<file path="src/rtl/pisu_pkg.sv">
package pisu_pkg;
  typedef enum logic [1:0] {
    SZ_BYTE  = 2'd0,
    SZ_HALF  = 2'd1,
    SZ_WORD  = 2'd2,
    SZ_DWORD = 2'd3
  } accSizeE;

  typedef enum logic [0:0] {
    ST_IDLE  = 1'b0,
    ST_ISSUE = 1'b1
  } ctrlStateE;

  // control -> datapath strobes
  typedef struct packed {
    logic capture;  // latch the offered operation
    logic issue;    // an operation is being presented
  } ctrlStrobesT;
endpackage

</file>
<file path="src/rtl/pisu_lane_place.sv">
module pisu_lane_place
  import pisu_pkg::*;
#(
  parameter int LANES = 8
) (
  input  accSizeE                    sizeSel,
  input  logic [$clog2(LANES)-1:0]   laneOff,
  input  logic [8*LANES-1:0]         value,
  output logic [LANES-1:0]           strb,
  output logic [8*LANES-1:0]         data
);
  localparam int OFFW = $clog2(LANES);

  logic [OFFW:0] nBytes;
  logic [OFFW:0] lo;
  logic [OFFW:0] hi;

  always_comb begin
    nBytes = (OFFW+1)'(1) << sizeSel;
    lo     = {1'b0, laneOff};
    hi     = lo + nBytes;
  end

  // lane j carries the byte at address offset LANES-1-j (big-endian)
  for (genvar j = 0; j < LANES; j++) begin : gLane
    localparam logic [OFFW:0] KPOS = (OFFW+1)'(LANES - 1 - j);
    logic            hit;
    logic [OFFW-1:0] pick;
    assign hit  = (KPOS >= lo) && (KPOS < hi);
    assign pick = OFFW'(hi - KPOS - (OFFW+1)'(1));
    assign strb[j]        = hit;
    assign data[8*j +: 8] = hit ? value[8*pick +: 8] : 8'h00;
  end
endmodule

</file>
<file path="src/rtl/pisu_datapath.sv">
module pisu_datapath
  import pisu_pkg::*;
#(
  parameter int XLEN = 64,
  parameter int REGW = 5,
  parameter int IMMW = 16
) (
  input  logic              clk,
  input  logic              rstN,
  input  ctrlStrobesT       strobes,
  input  accSizeE           reqSize,
  input  logic              reqIndexed,
  input  logic [REGW-1:0]   reqBaseNum,
  input  logic [XLEN-1:0]   reqBase,
  input  logic [XLEN-1:0]   reqIndex,
  input  logic [IMMW-1:0]   reqImm,
  input  logic [XLEN-1:0]   reqData,
  output logic              opMisaligned,
  output logic              opBaseZero,
  output logic [XLEN-1:0]   memAddr,
  output logic [XLEN/8-1:0] memStrb,
  output logic [XLEN-1:0]   memData,
  output logic [REGW-1:0]   wbRegNum,
  output logic [XLEN-1:0]   wbData
);
  localparam int LANES = XLEN / 8;
  localparam int OFFW  = $clog2(LANES);

  logic [IMMW-1:0]  dsField;
  logic [XLEN-1:0]  dispOff;
  logic [XLEN-1:0]  dsOff;
  logic [XLEN-1:0]  offsetNext;

  always_comb begin
    dsField    = {reqImm[IMMW-3:0], 2'b00};
    dispOff    = {{(XLEN-IMMW){reqImm[IMMW-1]}}, reqImm};
    dsOff      = {{(XLEN-IMMW){dsField[IMMW-1]}}, dsField};
    if (reqIndexed)                offsetNext = reqIndex;
    else if (reqSize == SZ_DWORD)  offsetNext = dsOff;
    else                           offsetNext = dispOff;
  end

  logic [XLEN-1:0] baseQ;
  logic [XLEN-1:0] offsetQ;
  logic [XLEN-1:0] dataQ;
  logic [REGW-1:0] regNumQ;
  accSizeE         sizeQ;

  always_ff @(posedge clk) begin
    if (!rstN) begin
      baseQ   <= '0;
      offsetQ <= '0;
      dataQ   <= '0;
      regNumQ <= '0;
      sizeQ   <= SZ_BYTE;
    end else if (strobes.capture) begin
      baseQ   <= reqBase;
      offsetQ <= offsetNext;
      dataQ   <= reqData;
      regNumQ <= reqBaseNum;
      sizeQ   <= reqSize;
    end
  end

  logic [OFFW-1:0]  sizeMask;
  logic [LANES-1:0] placedStrb;

  always_comb begin
    sizeMask     = OFFW'((32'd1 << sizeQ) - 32'd1);
    opMisaligned = |(baseQ[OFFW-1:0] & sizeMask);
    opBaseZero   = (regNumQ == '0);
  end

  pisu_lane_place #(.LANES(LANES)) uPlace (
    .sizeSel (sizeQ),
    .laneOff (baseQ[OFFW-1:0]),
    .value   (dataQ),
    .strb    (placedStrb),
    .data    (memData)
  );

  assign memStrb  = strobes.issue ? placedStrb : '0;
  assign memAddr  = baseQ;
  assign wbData   = baseQ + offsetQ;
  assign wbRegNum = regNumQ;
endmodule

</file>
<file path="src/rtl/pisu_control.sv">
module pisu_control
  import pisu_pkg::*;
(
  input  logic        clk,
  input  logic        rstN,
  input  logic        reqValid,
  input  logic        memReady,
  input  logic        opBad,
  output ctrlStrobesT strobes,
  output logic        reqReady,
  output logic        memValid,
  output logic        wbValid,
  output logic        faultActive
);
  ctrlStateE state;
  ctrlStateE stateNext;
  logic      issuing;

  always_comb begin
    reqReady        = (state == ST_IDLE);
    issuing         = (state == ST_ISSUE);
    memValid        = issuing && !opBad;
    faultActive     = issuing && opBad;
    wbValid         = memValid && memReady;
    strobes.capture = reqReady && reqValid;
    strobes.issue   = memValid;
  end

  always_comb begin
    stateNext = state;
    case (state)
      ST_IDLE:  if (strobes.capture) stateNext = ST_ISSUE;
      ST_ISSUE: if (opBad || memReady) stateNext = ST_IDLE;
      default:  stateNext = ST_IDLE;
    endcase
  end

  always_ff @(posedge clk) begin
    if (!rstN) state <= ST_IDLE;
    else       state <= stateNext;
  end
endmodule

</file>
<file path="src/rtl/postinc_store_unit.sv">
module postinc_store_unit
  import pisu_pkg::*;
#(
  parameter int XLEN = 64,
  parameter int REGW = 5,
  parameter int IMMW = 16
) (
  input  logic              clk,
  input  logic              rstN,
  input  logic              reqValid,
  output logic              reqReady,
  input  logic [1:0]        reqSize,
  input  logic              reqIndexed,
  input  logic [REGW-1:0]   reqBaseNum,
  input  logic [XLEN-1:0]   reqBase,
  input  logic [XLEN-1:0]   reqIndex,
  input  logic [IMMW-1:0]   reqImm,
  input  logic [XLEN-1:0]   reqData,
  output logic              memValid,
  input  logic              memReady,
  output logic [XLEN-1:0]   memAddr,
  output logic [XLEN/8-1:0] memStrb,
  output logic [XLEN-1:0]   memData,
  output logic              wbValid,
  output logic [REGW-1:0]   wbRegNum,
  output logic [XLEN-1:0]   wbData,
  output logic              alignFault,
  output logic              formFault
);
  ctrlStrobesT strobes;
  logic        opMisaligned;
  logic        opBaseZero;
  logic        faultActive;

  pisu_control uCtrl (
    .clk         (clk),
    .rstN        (rstN),
    .reqValid    (reqValid),
    .memReady    (memReady),
    .opBad       (opMisaligned || opBaseZero),
    .strobes     (strobes),
    .reqReady    (reqReady),
    .memValid    (memValid),
    .wbValid     (wbValid),
    .faultActive (faultActive)
  );

  pisu_datapath #(.XLEN(XLEN), .REGW(REGW), .IMMW(IMMW)) uData (
    .clk          (clk),
    .rstN         (rstN),
    .strobes      (strobes),
    .reqSize      (accSizeE'(reqSize)),
    .reqIndexed   (reqIndexed),
    .reqBaseNum   (reqBaseNum),
    .reqBase      (reqBase),
    .reqIndex     (reqIndex),
    .reqImm       (reqImm),
    .reqData      (reqData),
    .opMisaligned (opMisaligned),
    .opBaseZero   (opBaseZero),
    .memAddr      (memAddr),
    .memStrb      (memStrb),
    .memData      (memData),
    .wbRegNum     (wbRegNum),
    .wbData       (wbData)
  );

  assign alignFault = faultActive && opMisaligned;
  assign formFault  = faultActive && opBaseZero;
endmodule

</file>
<file path="config.mk">
export PLATFORM = sky130hd
export DESIGN_NAME = postinc_store_unit
export DESIGN_NICKNAME = d
export VERILOG_FILES = /design/src/rtl/pisu_pkg.sv /design/src/rtl/pisu_lane_place.sv /design/src/rtl/pisu_datapath.sv /design/src/rtl/pisu_control.sv /design/src/rtl/postinc_store_unit.sv
export SDC_FILE = /design/constraint.sdc
export NUM_CORES = 1
export LEC_CHECK = 0
export ABC_AREA = 1
export BUFFER_PORTS_ARGS = -buffer_cell sky130_fd_sc_hd__clkbuf_2
export CAP_MARGIN = 25
export CORE_MARGIN = 10
export CORE_UTILIZATION = 39
export DETAILED_ROUTE_END_ITERATION = 8
export MAX_ROUTING_LAYER = met4
export SKIP_CTS_REPAIR_TIMING = 1
export SLEW_MARGIN = 30
export SYNTH_ARGS = -nofsm -noshare
export SYNTH_HDL_FRONTEND = slang
export SYNTH_HIERARCHICAL = 1
export SYNTH_SLANG_ARGS = --single-unit
</file>
<file path="constraint.sdc">
create_clock -name clk -period 3 [get_ports clk]
set_input_delay 0.45 -clock clk [delete_from_list [all_inputs] [get_ports clk]]
set_output_delay 0.45 -clock clk [all_outputs]
set_load 0.01 [all_outputs]
</file>
==> results of run 1 <==
power by group:
| group | internal [uW] | switching (uW) | total (uW) |
|---|---|---|---|
| clock network | 1120 | 1160 | 2290 |
| logic | 2470 | 3780 | 6250 |
| registers | 2900 | 248 | 3140 |
| total | 6490 | 5190 | 11700 |
state kept, by name, summed over array words and instances, names as in the netlist:
name / flops
uData/wbRegNum: 5
uCtrl/issuing: 1
uData/offsetQ: 64
uData/memAddr: 64
uData/sizeQ: 2
uData/dataQ: 64
synth_stat cells (all sizes together):
| cell type | n | share of area, % |
|---|---|---|
| ha | 69 | 5.3 |
| or2 | 2 | 0.077 |
| inv | 370 | 8.6 |
| fa | 2 | 0.25 |
| a31oi | 1 | 0.039 |
| clkinv | 1 | 0.023 |
| xnor2 | 1 | 0.054 |
| nor3 | 17 | 0.62 |
| clkbuf | 67 | 1.6 |
| nor4 | 2 | 0.12 |
| nand3 | 128 | 4.2 |
| nand2 | 1063 | 25 |
| nor2 | 459 | 11 |
| buf | 57 | 2.1 |
| a21oi | 131 | 4.1 |
| xor2 | 33 | 2.0 |
| nand4 | 13 | 0.50 |
| o21ai | 279 | 8.8 |
| o211ai | 8 | 0.37 |
| dfxtp | 200 | 25 |
| nor3b | 2 | 0.12 |
| o21bai | 3 | 0.14 |
critical path, cell delays in order (launching register included):
cell,delay (ns)
dfxtp_2,0.33
nor2_2,0.11
ha_2,0.20
inv_2,0.04
fa_2,0.60
inv_4,0.06
ha_4,0.36
inv_6,0.07
clkbuf_16,0.19
nand3_4,0.08
o21ai_2,0.06
nand2_1,0.07
nand2_1,0.06
nor2_2,0.09
buf_2,0.14
stage by stage:
| step | total power (uW) | area (sq um) | instances | TNS [ns] | hold WS (ns) |
|---|---|---|---|---|---|
| finish | 11680 | 22360 | 3877 | -20.46 | 0.1712 |
| CTS | 10310 | 19430 | 3814 | -32.28 | 0.1230 |
| global route | 12390 | 22360 | 3877 | -30.85 | 0.1503 |
| global placement | 7944 | 18870 | 3783 | 0 | 0.4830 |
| floorplan | 6148 | 16220 | 2908 | 0 | 0.4703 |
| detailed placement | 7984 | 18870 | 3783 | 0 | 0.5030 |
routing by layer:
metal  wire length (um)  GRT usage [%]  share of wire, %
met5                  0              -                 0
met4               2293          9.241               3.2
met3               3527          4.310               4.9
met2              36050          47.22                50
met1              30720          32.32                42
logic make-up (layout without fill, tap and decap cells):
kind of cell / count (synthesis) / count (layout) / share of synthesized area [%]
simple gates: 1686 / 1686 / 41.79
buf+inv: 495 / 928 / 12.30
compound gates: 422 / 423 / 13.48
flops: 200 / 200 / 24.77
fa+ha+maj: 71 / 71 / 5.589
xor+xnor: 34 / 34 / 2.074
other cells: 0 / 3 / 0
final timing paths:
check	start	to	slack (ns)	cells after the start
max reg2reg	uCtrl/issuing	uData/offsetQ[53]	1.13	7
min reg2reg	uCtrl/issuing	uCtrl/issuing	0.52	2
max	uData/sizeQ[1]	memData[40]	-0.41	14
min	reqBaseNum[4]	uData/wbRegNum[4]	0.17	3
area by class of cell:
| class | count | share of cell area [%] |
|---|---|---|
| multi-input combinational | 2214 | 54.99 |
| sequential | 200 | 18.23 |
| timing repair buffer | 526 | 14.98 |
| inverter | 371 | 6.296 |
| tap | 532 | 2.977 |
| clock buffer | 19 | 2.026 |
| clock inverter | 12 | 0.4701 |
| antenna | 3 | 0.03358 |
==> results.cfg, run 1 <==
[detailed_routing]
drc = 0
routed_via_density = 5.074
drt_iter0_markers = 1317
routedWlPerCell_um = 18.72
wl_um = 72600
ant_nets = 0
vias = 19670
dr.pass1.iters = 5

[layout]
drive_gt1_share_pct = 30.34
num-nets-final = 3621
multi_input_area_sq_um = 12290
regArea_sq_um = 4075
post-route-util_pct = 54.63
syn2layout_area_growth_pct = 38.31
layout_common_cells = nand2_1 (956), nor2_1 (381), clkbuf_2 (372), inv_1 (352), o21ai_0 (229)
layout.cells.most_common = nand2_1
fillers = 4263

[flow_run]
max_cap_violations = 0

[timing]
clock_skew_ns = 0.006799
hold_viol = 0
min_period_ns = 3.414
drv_slew = 0
setup_violations = 75
rsz0062_at_grt = true
fmax_mhz = 292.9
layout_setup_ws_ns = -0.4142
tightest_slew_ns = 0.7784
fin_crit_sh_pct = 113.8
relSlewSlack_pct = 48.10

[floorplan]
core_area_sq_um = 40920
io_pins = 430
die_w_um = 223.6
rows = 74
die_y_um = 223.6
floorplan.initialDensity_pct = 39.50
die_area_sq_um = 49990

[logic_synthesis]
yosysSeqAreaShare_pct = 24.77
syn_area_per_cell_sq_um = 5.559
synth_cells = 2908
synthesis.nets = 3199
synth_cell_types = 39
synth-seq-cells = 200
syn_area_sq_um = 16160
ys.warnings.count = 6

[setup_path]
critPathArrivalTime_ns = 2.96
cp.required_ns = 2.55
path_class = reg2out
worstPathMaxFanout = 8
cp-start-kind = register
end_kind = primary output

[outcome]
violations = negative setup slack
status = complete, but fails checks

[clock_tree]
numCtsBuffers = 17
clockBufferDepth = 2
clk_latency_ns = 0.49
cts_tree = done
h-tree-depth = 4
cts_root_buf = clkbuf_16
path_clk_slew_ns = 0.08
cts_sinks = 200

[placed_design]
dp_worst_setup_slack_ns = 0.07810
gp_congestion = 1.002
portBuffers = 429
dpl.hpwl_um = 56970

[pwr]
vdd_drop_max_uv = 441.5
powerDensity_nw_per_um2 = 522.6
p_leak_uw = 0.01201

[grt]
grt_pass1_wl_um = 105700
track_usage_pct = 27.57
grt_start_max_net_pins = 118
grt_pass1_vias = 18610
overflow = 0
antenna_found_initial = 3

[min_path]
holdCritPathClass = in2reg
(Power assumes the default switching activity.)
==> inputs of run 2 (changes only) <==
- CORE_ASPECT_RATIO: unset -> 0.8
==> results.cfg, run 2 (synthesis gave the netlist of run 1 again) <==
[outcome]
status = complete, but fails checks
violations = negative setup slack

[clock_tree]
cts_sinks = 200
numCtsBuffers = 17
clk_latency_ns = 0.48
h-tree-depth = 4
cts_root_buf = clkbuf_16
clockBufferDepth = 2
cts_tree = done
path_clk_slew_ns = 0.08

[setup_path]
cp_top_family = adder cells
path_class = reg2out
cp_num_buf_inv = 6
end_kind = primary output
cpMaxStageDelayCell = fa_2
worstPathMaxFanout = 6
crit_chain = nor2_2, ha_2, inv_2, fa_2, inv_2, ha_4, inv_6, buf_12, clkbuf_16, o21ai_2, nand2_1, nand2_2, nor2_2, buf_2
cpPeakStageDelay_ns = 0.58
critPathArrivalTime_ns = 2.95
cp.required_ns = 2.55
cp-start-kind = register

[grt]
grt_start_max_net_pins = 200
met1_usage_pct = 42.49
track_usage_pct = 29.01
busiest_layer = met1
grt_pass1_vias = 18360
use_met3_pct = 5.337
overflow = 0
met2_usage_pct = 40.90
grt_pass1_wl_um = 109800
antenna_found_initial = 2

[timing]
layout_setup_ws_ns = -0.4030
fin_crit_sh_pct = 113.4
clock_skew_ns = 0.01117
tightest_slew_ns = 1.024
drv_slew = 0
hold_viol = 0
rsz0062_at_grt = true
fmax_mhz = 293.9
relSlewSlack_pct = 31.74
min_period_ns = 3.403
setup_violations = 84

[detailed_routing]
ant_nets = 0
drt_iter0_markers = 1838
vias = 20000
wl_um = 74650
dr.pass1.iters = 7
routedWlPerCell_um = 19.14
routed_via_density = 5.129
drc = 0

[layout]
drive_gt1_share_pct = 27.35
layout.cells.most_common = nand2_1
syn2layout_area_growth_pct = 34.65
layout_common_cells = nand2_1 (987), nor2_1 (384), clkbuf_2 (365), inv_1 (358), o21ai_0 (226)
num-nets-final = 3631
stdcell_count = 3900

[floorplan]
rows = 66
die_area_sq_um = 50040
io_pins = 430
die_w_um = 247.6
core_area_sq_um = 40790
floorplan.initialDensity_pct = 39.62
die_y_um = 202.1

[pwr]
vdd_drop_max_uv = 427.4
powerDensity_nw_per_um2 = 553.6
p_leak_uw = 0.01186
report.power.total_uw = 12050

[flow_run]
max_cap_violations = 0

[placed_design]
portBuffers = 429
dp.cells = 3842
gp_congestion = 0.9933
dpl.hpwl_um = 59940

[min_path]
holdCritPathClass = in2reg
run 2: cell count changes in the layout (fill, tap and decap cells not counted), moves of 8 or more:
cell	delta
dfxtp_1	+31
nand2_1	+31
dfxtp_2	-28
nand2_2	-23
buf_4	+20
ha_4	-17
ha_2	+12
nand3_1	+11
a21oi_1	+10
a21oi_2	-10
nor2_4	-10
o21ai_1	+9
nand2_4	-8
run 2: layout make-up:
cell class                 count  area, sq um
fill                        4243        19030
multi-input combinational   2213        11680
sequential                   200         4029
timing repair buffer         537         3364
inverter                     371         1405
tap                          544        680.7
clock buffer                  17        425.4
clock inverter                15        172.7
antenna                        3        7.507
run 2: power breakdown:
part,total (uW),internal [uW],switching [uW]
Clock,2420,1120,1290
Combinational,6490,2530,3960
Sequential,3140,2890,254
run 2: per-stage QoR:
step / util, % / TNS (ns) / hold slack (ns) / setup slack (ns) / area [sq um]
after floorplan: - / 0 / 0.4703 / 0.03542 / 16220
after global placement: 47.20 / -0.009672 / 0.4945 / -0.009672 / 19250
after detailed placement: 47.20 / -0.2410 / 0.4978 / -0.07159 / 19250
after CTS: 48.67 / -42.06 / 0.1706 / -0.5826 / 19850
after global routing: 53.35 / -30.41 / 0.1835 / -0.4833 / 21760
final: 53.36 / -19.94 / 0.1937 / -0.4030 / 21770
run 2: layer usage:
layer / share of wire (%) / routed length [um]
met5: 0 / 0
met1: 48 / 36210
met3: 8.3 / 6208
met2: 42 / 31170
met4: 1.4 / 1062
run 2: worst reg2reg max path, delay by kind of cell (launching register included):
kind	cells	cell delay (ns)
AOI/OAI and AO/OA	2	0.80
buffers and inverters	3	0.66
DFF	1	0.34
and+or+nand+nor	1	0.14
run 2: final timing paths:
path / start / to / slack [ns] / cells after the start
min: reqBase[36] / uData/memAddr[36] / 0.19 / 3
max reg2reg: uCtrl/issuing / uData/offsetQ[8] / 1.00 / 6
min reg2reg: uCtrl/issuing / uCtrl/issuing / 0.51 / 2
max: uData/sizeQ[1] / memData[46] / -0.40 / 14
==> inputs of run 3 (changes only) <==
- CORE_MARGIN: 10 -> 3
==> results.cfg, run 3 (synthesis gave the netlist of run 1 again) <==
[detailed_routing]
vias = 20070
routedWlPerCell_um = 18.95
wl_um = 74140
drc = 0
ant_nets = 0
routed_via_density = 5.129
drt_iter0_markers = 1807
dr.pass1.iters = 5

[timing]
setup_violations = 76
tightest_slew_ns = 0.9622
fin_crit_sh_pct = 114.9
fmax_mhz = 290.0
min_period_ns = 3.448
clock_skew_ns = 0.01365
drv_slew = 0
rsz0062_at_grt = true
layout_setup_ws_ns = -0.4480
hold_viol = 0
relSlewSlack_pct = 35.86

[layout]
stdcell_count = 3913
syn2layout_area_growth_pct = 39.07
layout.cells.most_common = nand2_1
num-nets-final = 3644
post-route-util_pct = 55.11
layout_common_cells = nand2_1 (944), nor2_1 (371), clkbuf_2 (360), inv_1 (355), o21ai_0 (233)
drive_gt1_share_pct = 30.54

[clock_tree]
cts_sinks = 200
h-tree-depth = 4
clockBufferDepth = 2
numCtsBuffers = 17
cts_root_buf = clkbuf_16
cts_tree = done
clk_latency_ns = 0.49
path_clk_slew_ns = 0.09

[placed_design]
dpl.hpwl_um = 58220
gp_congestion = 0.9778
portBuffers = 429
dp.cells = 3839

[pwr]
p_leak_uw = 0.01222
powerDensity_nw_per_um2 = 535.8
vdd_drop_max_uv = 464.3

[grt]
antenna_found_initial = 3
grt_start_max_net_pins = 200
overflow = 0
grt_pass1_vias = 17770
track_usage_pct = 32.66
grt_pass1_wl_um = 105800

[setup_path]
cp-start-kind = register
critPathArrivalTime_ns = 3.00
cp.required_ns = 2.55
path_class = reg2out
worstPathMaxFanout = 7
end_kind = primary output

[min_path]
holdCritPathClass = in2reg

[flow_run]
max_cap_violations = 0

[floorplan]
die_w_um = 233.6
core_area_sq_um = 40790
die_area_sq_um = 43940
rows = 66
die_y_um = 188.1
floorplan.initialDensity_pct = 39.62
io_pins = 430

[outcome]
status = complete, but fails checks
violations = negative setup slack
-- run 3: changes by cell type in the layout (fill, tap and decap cells not counted), sizes merged --
cell,delta
buf,+17
clkinv,-3
clkinvlp,-3
inv,+3
clkbuf,-1
-- run 3: through the flow --
step           total power [uW]  hold slack (ns)  worst slack, ns  TNS (ns)  cell area (sq um)
2_1_floorplan              6148           0.4703          0.03542         0              16220
3_3_place_gp               8452           0.4889          0.04129         0              19240
3_5_place_dp               8478           0.5006          0.02290         0              19240
4_1_cts                   10930           0.1643          -0.5179    -37.06              19850
5_1_grt                   12710           0.1789          -0.5379    -28.03              22480
6_report                  12050           0.1849          -0.4480    -19.05              22480
-- run 3: routing by layer --
metal	vias to the layer above	part of all wire (%)	global-route usage (%)
met5	-	0	-
met4	0	1.7	7.341
met3	67	9.0	7.837
met2	815	41	43.95
met1	9309	49	48.60
li1	9880	-	-
-- run 3: layout make-up --
class / count / area (sq um)
inverters: 371 / 1408
clock inverters: 12 / 142.6
fillers: 4183 / 18310
multi-input cells: 2213 / 12270
clock buffers: 20 / 466.7
flip-flops and latches: 200 / 4060
well taps: 544 / 680.7
diodes: 3 / 7.507
repair buffers: 550 / 3445
-- run 3: final timing paths --
path | startpoint | end | slack (ns) | cells past startpoint
max | uData/sizeQ[1] | memData[59] | -0.45 | 13
min reg2reg | uCtrl/issuing | uCtrl/issuing | 0.51 | 2
max reg2reg | uCtrl/issuing | uData/offsetQ[58] | 1.02 | 7
min | reqBase[33] | uData/memAddr[33] | 0.18 | 3
-- run 3: power breakdown --
| part | total, uW | switching, uW | internal (uW) |
|---|---|---|---|
| clock | 2460 | 1270 | 1190 |
| sequential | 3150 | 264 | 2890 |
| combinational | 6430 | 3930 | 2500 |
| total | 12000 | 5460 | 6580 |
-- run 3: worst max-delay path, stage by stage (launching register included) --
cell,delay (ns)
dfxtp_2,0.35
nor2_2,0.12
ha_2,0.20
inv_2,0.04
fa_1,0.51
buf_4,0.19
ha_4,0.17
inv_2,0.06
nor2_8,0.14
inv_4,0.07
o21ai_4,0.33
buf_6,0.17
nor2_1,0.06
clkbuf_2,0.13
